--- config.mk ---
export PLATFORM = sky130hd
export DESIGN_NAME = refmon_switch
export DESIGN_NICKNAME = d
export VERILOG_FILES = /design/src/rtl/refmon_pkg.sv /design/src/rtl/refmon_edge.sv /design/src/rtl/refmon_window.sv /design/src/rtl/refmon_select.sv /design/src/rtl/refmon_switch.sv
export SDC_FILE = /design/constraint.sdc
export NUM_CORES = 1
export LEC_CHECK = 0
export BUFFER_PORTS_ARGS = -buffer_cell sky130_fd_sc_hd__buf_4
export CAP_MARGIN = 10
export CORE_ASPECT_RATIO = 1.5
export CORE_UTILIZATION = 30
export CTS_CLUSTER_DIAMETER = 200
export DETAILED_ROUTE_END_ITERATION = 10
export GPL_TIMING_DRIVEN = 1
export PLACE_DENSITY = 0.42
export REMOVE_ABC_BUFFERS = 1
export SYNTH_ARGS = -nofsm -noshare
export SYNTH_HDL_FRONTEND = slang
export SYNTH_HIERARCHICAL = 1
export SYNTH_SLANG_ARGS = --single-unit
--- constraint.sdc ---
create_clock -name clk_i -period 6.4 [get_ports clk_i]
set_input_delay 0.64 -clock clk_i [delete_from_list [all_inputs] [get_ports clk_i]]
set_output_delay 0.64 -clock clk_i [all_outputs]
set_load 0.02 [all_outputs]
--- src/rtl/refmon_pkg.sv ---
package refmon_pkg;
  typedef enum logic [1:0] {
    SW_MANUAL  = 2'b00,
    SW_REVERT  = 2'b01,
    SW_NONREV  = 2'b10,
    SW_NONREV2 = 2'b11
  } sw_mode_e;

  localparam int unsigned NUM_SRC = 3;
  localparam int unsigned SRC_XTAL = 2;
endpackage

--- src/rtl/refmon_edge.sv ---
module refmon_edge #(
  parameter int unsigned SYNC_STAGES = 2
) (
  input  logic clk_i,
  input  logic rst_ni,
  input  logic d_i,
  output logic rise_o
);
  logic [SYNC_STAGES:0] sh_q;

  always_ff @(posedge clk_i or negedge rst_ni) begin
    if (!rst_ni) sh_q <= '0;
    else         sh_q <= {sh_q[SYNC_STAGES-1:0], d_i};
  end

  assign rise_o = sh_q[SYNC_STAGES-1] & ~sh_q[SYNC_STAGES];
endmodule

--- src/rtl/refmon_window.sv ---
module refmon_window #(
  parameter int unsigned WIN_W      = 8,
  parameter int unsigned GOOD_EDGES = 4
) (
  input  logic             clk_i,
  input  logic             rst_ni,
  input  logic             edge_i,
  input  logic             mark_i,
  input  logic [WIN_W-1:0] win_len_i,
  output logic             bad_o,
  output logic             hit_o,
  output logic             miss_o
);
  localparam int unsigned GC_W = $clog2(GOOD_EDGES + 1);

  logic             open_q;
  logic [WIN_W-1:0] cnt_q;
  logic             bad_q;
  logic [GC_W-1:0]  good_q;

  assign hit_o  = open_q & edge_i;
  assign miss_o = open_q & ~edge_i & (cnt_q == '0);

  // window timer: opens on mark, closes on hit or expiry
  always_ff @(posedge clk_i or negedge rst_ni) begin
    if (!rst_ni) begin
      open_q <= 1'b0;
      cnt_q  <= '0;
    end else if (mark_i) begin
      open_q <= 1'b1;
      cnt_q  <= win_len_i - WIN_W'(1);
    end else if (hit_o || miss_o) begin
      open_q <= 1'b0;
    end else if (open_q) begin
      cnt_q <= cnt_q - WIN_W'(1);
    end
  end

  always_ff @(posedge clk_i or negedge rst_ni) begin
    if (!rst_ni) begin
      bad_q  <= 1'b1;
      good_q <= '0;
    end else if (miss_o) begin
      bad_q  <= 1'b1;
      good_q <= '0;
    end else if (hit_o && bad_q) begin
      if (good_q == GC_W'(GOOD_EDGES - 1)) begin
        bad_q  <= 1'b0;
        good_q <= '0;
      end else begin
        good_q <= good_q + GC_W'(1);
      end
    end
  end

  assign bad_o = bad_q;

  // a bad flag only rises while a window was open
  p_bad_rise_in_window_r1: assert property (@(posedge clk_i) disable iff (!rst_ni)
    $rose(bad_q) |-> $past(open_q));
  // a bad flag only clears on an edge
  p_clear_on_edge_r2: assert property (@(posedge clk_i) disable iff (!rst_ni)
    $fell(bad_q) |-> $past(edge_i));
endmodule

--- src/rtl/refmon_select.sv ---
module refmon_select
  import refmon_pkg::*;
(
  input  logic       clk_i,
  input  logic       rst_ni,
  input  logic [1:0] mode_i,
  input  logic       pref_i,
  input  logic [1:0] bad_i,
  output logic       sel_o,
  output logic       chg_o
);
  sw_mode_e mode;
  logic     sel_q, sel_d;

  assign mode = sw_mode_e'(mode_i);

  always_comb begin
    sel_d = sel_q;
    unique case (mode)
      SW_MANUAL: sel_d = pref_i;
      SW_REVERT: begin
        if (!bad_i[pref_i])       sel_d = pref_i;
        else if (!bad_i[!pref_i]) sel_d = !pref_i;
      end
      default: begin
        if (bad_i[sel_q] && !bad_i[!sel_q]) sel_d = !sel_q;
      end
    endcase
  end

  always_ff @(posedge clk_i or negedge rst_ni) begin
    if (!rst_ni) sel_q <= 1'b0;
    else         sel_q <= sel_d;
  end

  assign sel_o = sel_q;
  assign chg_o = sel_d != sel_q;

  p_revert_pref_r4: assert property (@(posedge clk_i) disable iff (!rst_ni)
    (mode == SW_REVERT && !bad_i[pref_i]) |=> (sel_q == $past(pref_i)));
  p_nonrev_hold_r5: assert property (@(posedge clk_i) disable iff (!rst_ni)
    ((mode == SW_NONREV || mode == SW_NONREV2) && !bad_i[sel_q]) |=> $stable(sel_q));
  p_manual_force_r6: assert property (@(posedge clk_i) disable iff (!rst_ni)
    (mode == SW_MANUAL) |=> (sel_q == $past(pref_i)));
endmodule

--- src/rtl/refmon_switch.sv ---
module refmon_switch
  import refmon_pkg::*;
#(
  parameter int unsigned CYC_PER_US   = 200,
  parameter int unsigned XTAL_WIN_CYC = 64,
  parameter int unsigned GOOD_EDGES   = 4,
  parameter int unsigned LOCK_EDGES   = 16,
  parameter int unsigned SYNC_STAGES  = 2,
  parameter int unsigned CW           = 16
) (
  input  logic          clk_i,
  input  logic          rst_ni,
  input  logic          ref0_i,
  input  logic          ref1_i,
  input  logic          xtal_i,
  input  logic          fb_i,
  input  logic [1:0]    mode_i,
  input  logic          pref_i,
  input  logic [1:0]    win_sel_i,
  input  logic [CW-1:0] ctrl_i,
  output logic          ref0_bad_o,
  output logic          ref1_bad_o,
  output logic          xtal_bad_o,
  output logic          active_o,
  output logic          holdover_o,
  output logic          lock_o,
  output logic [CW-1:0] ctrl_o
);
  localparam int unsigned REF_MAX = CYC_PER_US * 16;
  localparam int unsigned WIN_MAX = (REF_MAX > XTAL_WIN_CYC) ? REF_MAX : XTAL_WIN_CYC;
  localparam int unsigned WIN_W   = $clog2(WIN_MAX + 1);
  localparam int unsigned LC_W    = $clog2(LOCK_EDGES + 1);

  logic [NUM_SRC-1:0] raw, rise, mark, bad, hit, miss;
  logic [WIN_W-1:0]   win_len [NUM_SRC];
  logic               fb_rise;
  logic [WIN_W-1:0]   ref_win;
  logic               sel, chg;
  logic [LC_W-1:0]    lock_q;
  logic [CW-1:0]      ctrl_q;

  assign raw     = {xtal_i, ref1_i, ref0_i};
  assign ref_win = WIN_W'(CYC_PER_US) << ({1'b0, win_sel_i} + 3'd1);

  refmon_edge #(.SYNC_STAGES(SYNC_STAGES)) u_fb_edge (
    .clk_i(clk_i), .rst_ni(rst_ni), .d_i(fb_i), .rise_o(fb_rise)
  );

  for (genvar g = 0; g < NUM_SRC; g++) begin : g_src
    refmon_edge #(.SYNC_STAGES(SYNC_STAGES)) u_edge (
      .clk_i(clk_i), .rst_ni(rst_ni), .d_i(raw[g]), .rise_o(rise[g])
    );
    if (g == SRC_XTAL) begin : g_self
      assign mark[g]    = rise[g];
      assign win_len[g] = WIN_W'(XTAL_WIN_CYC);
    end else begin : g_fb
      assign mark[g]    = fb_rise;
      assign win_len[g] = ref_win;
    end
    refmon_window #(.WIN_W(WIN_W), .GOOD_EDGES(GOOD_EDGES)) u_win (
      .clk_i(clk_i), .rst_ni(rst_ni), .edge_i(rise[g]), .mark_i(mark[g]),
      .win_len_i(win_len[g]), .bad_o(bad[g]), .hit_o(hit[g]), .miss_o(miss[g])
    );
  end

  refmon_select u_sel (
    .clk_i(clk_i), .rst_ni(rst_ni), .mode_i(mode_i), .pref_i(pref_i),
    .bad_i(bad[1:0]), .sel_o(sel), .chg_o(chg)
  );

  // lock run counter on the active reference
  always_ff @(posedge clk_i or negedge rst_ni) begin
    if (!rst_ni)                                lock_q <= '0;
    else if (miss[sel] || chg)                  lock_q <= '0;
    else if (hit[sel] && !bad[sel] && lock_q != LC_W'(LOCK_EDGES))
                                                lock_q <= lock_q + LC_W'(1);
  end

  always_ff @(posedge clk_i or negedge rst_ni) begin
    if (!rst_ni)         ctrl_q <= '0;
    else if (!bad[sel])  ctrl_q <= ctrl_i;
  end

  assign ref0_bad_o = bad[0];
  assign ref1_bad_o = bad[1];
  assign xtal_bad_o = bad[SRC_XTAL];
  assign active_o   = sel;
  assign holdover_o = bad[sel];
  assign lock_o     = lock_q == LC_W'(LOCK_EDGES);
  assign ctrl_o     = ctrl_q;

  p_freeze_r8: assert property (@(posedge clk_i) disable iff (!rst_ni)
    holdover_o |=> $stable(ctrl_o));
  p_lock_not_hold_r9: assert property (@(posedge clk_i) disable iff (!rst_ni)
    lock_o |-> !holdover_o);
  p_lock_drop_switch_r9: assert property (@(posedge clk_i) disable iff (!rst_ni)
    $changed(active_o) |-> !lock_o);
endmodule

==> flow_summary.yaml <==
grt:
  grt_antenna_before_repair: 0
  grt_max_degree: 67
  grt_pass1_vias: 3620
  grt_overflow: 0
  grt_usage_pct: 13.1
  grt_pass1_wl_um: 17800
clocking:
  htreeDepth: 3
  ctsHoldBuffers: 0
  clkTransAtPathRegs_ps: 70
  post-cts-setup-buffers: 0
  cts_tree: "built"
  numClockSinks: 85
  cts_buffers: 9
  clk_path_buf_depth: 2
  root_buffer: "clkbuf_16"
  clk_latency_ps: 340
  ctsResizeCount: 0
place:
  placed_cells: 765
  dp_worst_setup_slack_ps: 3500
  gp_congestion: 0.713
  io_buffers: 48
  hpwlAfterDp_um: 7390
status:
  outcome: "finished, final reports clean"
pwr:
  intPower_mw: 1.31
  p_switching_mw: 0.649
  sw_frac_of_total_pct: 33.1
  p_per_area_nw_per_um2: 318
  vdd_drop_max_mv: 0.134
  p_leak_nw: 2.56
  seqPwrFrac_pct: 40.4
  clkPwrFrac_pct: 31.8
  p_comb_share_pct: 27.8
synthesis:
  synthFlopType: "dfrtp_1"
  yosys.area.top_type_share_pct: 40.6
  synth_area_leader_cell: "dfrtp_1"
  yosys-top-cells-area: "dfrtp_1, xnor2_1, mux2i_1"
  synth_seq_cells: 85
  async_flop_share_pct: 100
  ys.warnings.count: 6
  synth_area_um2: 5060
  synth_cell_types: 52
  syn_inst: 469
  synth_enable_flop_cells: 0
  ys_seq_area_share_pct: 42.1
  syn_avg_cell_area_um2: 10.8
min_path:
  hp-class: "in -> async"
sta:
  relSlewSlack_pct: 22.1
  finalCritPeriodShare_pct: 44.9
  hold_viol_final: 0
  rsz0062_at_grt: "no"
  maxSlewViolCount: 0
  fin_crit_ps: 2880
  fmax_mhz: 348
  finalSetupViolCount: 0
  finalClockSkew_ps: 7.76
  tns_ps: 0
  worst_slew_pin_slew_ps: 1160
  fin_ws_ps: 3520
layout:
  finalNetCount: 612
  layout.cells.non_filler: 783
  drive_gt1_share_pct: 19.6
  fillCellCount: 1613
  area_delta_synth_final_pct: 22.0
  regArea_um2: 2130
  multi_input_area_um2: 3000
  antenna_cells: 0
setup_path:
  cp_max_fo: 33
  critPathMaxStageDelay_ps: 700
  reg2reg_from: "g_src[2].u_edge/sh_q[2]"
  reg2reg_slack_ps: 3520
  critPathCapture: "g_src[2].u_win/cnt_q[9]"
  worst-path-buf-inv: 0
  crit_slowest_cell: "nor2b_4"
  cp-end-kind: "flip-flop"
  r2r-end: "g_src[2].u_win/cnt_q[9]"
  cp-start-kind: "flip-flop"
  cpLargestDelayFamily: "simple AND/OR/NAND/NOR gates"
  startpoint: "g_src[2].u_edge/sh_q[2]"
  r2r_cells: 6
  worst_ep_arrival_time_ps: 3070
  critPathKind: "reg -> reg"
  crit_required_ps: 6590
  crit_top_cell: "nor4b_1"
  crit_cells: 6
  crit_chain: "nor2b_4, nor4b_1, o22ai_1, nor4b_1, xnor2_1, mux2i_1"
route:
  firstDrtPassIters: 4
  antenna_left: 0
  detail_route.vias_per_cell: 4.64
  drt_iter0_drc: 147
  routedWlPerCell_um: 13.4
  route.detailed.drc: 0
  vias: 3630
  finalWirelength_um: 10500
floorplan:
  die_x_um: 108
  die_y_um: 161
  start_util_pct: 31.0
  dieArea_um2: 17400
  ios: 49
  rows: 57
  coreArea_um2: 16300
flow_run:
  drv_cap: 0
[cell usage after synthesis, types with 6 or more instances]
cell type / instances
buf_4: 6
nor3_1: 21
nor2b_1: 10
o21ai_0: 7
inv_1: 11
ha_1: 13
xor2_1: 6
dfrtp_1: 82
mux2_2: 10
nor4b_1: 6
or4_1: 6
nand2_1: 16
nor4_1: 18
mux2_1: 9
nand3_1: 13
xnor2_1: 54
or4_4: 6
nor2_1: 34
mux2i_1: 42
a21oi_1: 20
[power by group through the flow]
stage | combinational (mW) | sequential (mW) | clock [mW]
after floorplan | 0.380 | 0.797 | 0
after detailed placement | 0.554 | 0.802 | 0
after CTS | 0.556 | 0.794 | 0.649
final | 0.546 | 0.792 | 0.623
after global routing | 0.613 | 0.813 | 0.671
after global placement | 0.541 | 0.800 | 0
[per-layer routing]
metal	vias to the layer above	routed length [µm]	GRT usage [%]	part of all wire, %
li1	1846	-	-	-
met2	42	5370	23.4	51
met5	-	0	0	0
met1	1730	4710	15.2	45
met3	12	240	2.18	2.3
met4	0	181	5.23	1.7
[per-stage QoR]
stage / power, mW / cell area, µm² / hold WS [ps] / utilization, %
2_1_floorplan: 1.18 / 5170 / 331 / -
3_3_place_gp: 1.34 / 5810 / 334 / 35.5
3_5_place_dp: 1.36 / 5810 / 337 / 35.5
4_1_cts: 2.00 / 6160 / 164 / 37.7
5_1_grt: 2.10 / 6170 / 174 / 37.8
6_report: 1.96 / 6170 / 164 / 37.8
[sequential cells by signal, summed over array words and instances, names as in the netlist]
register / flops
g_src.u_win/bad_o: 3
g_src.u_win/good_q: 9
g_src.u_edge/sh_q: 9
u_fb_edge/sh_q: 3
lock_q: 5
g_src.u_win/open_q: 3
u_sel/sel_o: 1
g_src.u_win/cnt_q: 36
ctrl_o: 16
[cell families after synthesis]
group,count (synthesis),synth area share [%]
AO/OA/AOI/OAI,55,7.52
buffers and inverters,26,2.67
adder cells (fa/ha/maj),13,3.21
multiplexers,63,13.3
flip-flops,85,42.1
AND/OR/NAND/NOR,165,20.7
XOR/XNOR,60,10.4
other,2,0.148
[worst min path at each step]
stage	cells past startpoint	endpoint	slack, ps	from
after floorplan	0	g_src[0].u_edge/sh_q[1]	330	g_src[0].u_edge/sh_q[0]
after global placement	0	g_src[0].u_edge/sh_q[1]	330	g_src[0].u_edge/sh_q[0]
final	1	ctrl_o[0]	160	rst_ni
after global routing	1	ctrl_o[0]	170	rst_ni
after CTS	1	ctrl_o[0]	160	rst_ni
after detailed placement	0	g_src[0].u_edge/sh_q[1]	340	g_src[0].u_edge/sh_q[0]
[cell usage in the layout (no fill, tap or decap), types with 11 or more instances in the layout]
cell / n
nor4_1: 18
xnor2_1: 54
ha_1: 13
mux2i_1: 42
nor2_1: 34
dfrtp_1: 82
nand3_1: 13
buf_4: 52
nand2_1: 16
conb_1: 56
a21oi_1: 20
inv_1: 11
nor3_1: 21
[worst reg2reg max path, stage by stage (launching register included)]
cell	delay, ps
dfrtp_1	390
nor2b_4	700
nor4b_1	580
o22ai_1	410
nor4b_1	400
xnor2_1	160
mux2i_1	80
[cell type report]
type	instances	area share, %
multi-input cells	412	48.5
well taps	206	4.18
inverters	12	0.730
flip-flops and latches	85	34.5
repair buffers	52	6.32
clock inverters	7	2.07
clock buffers	9	3.65
Power figures use the tool's default switching activity.
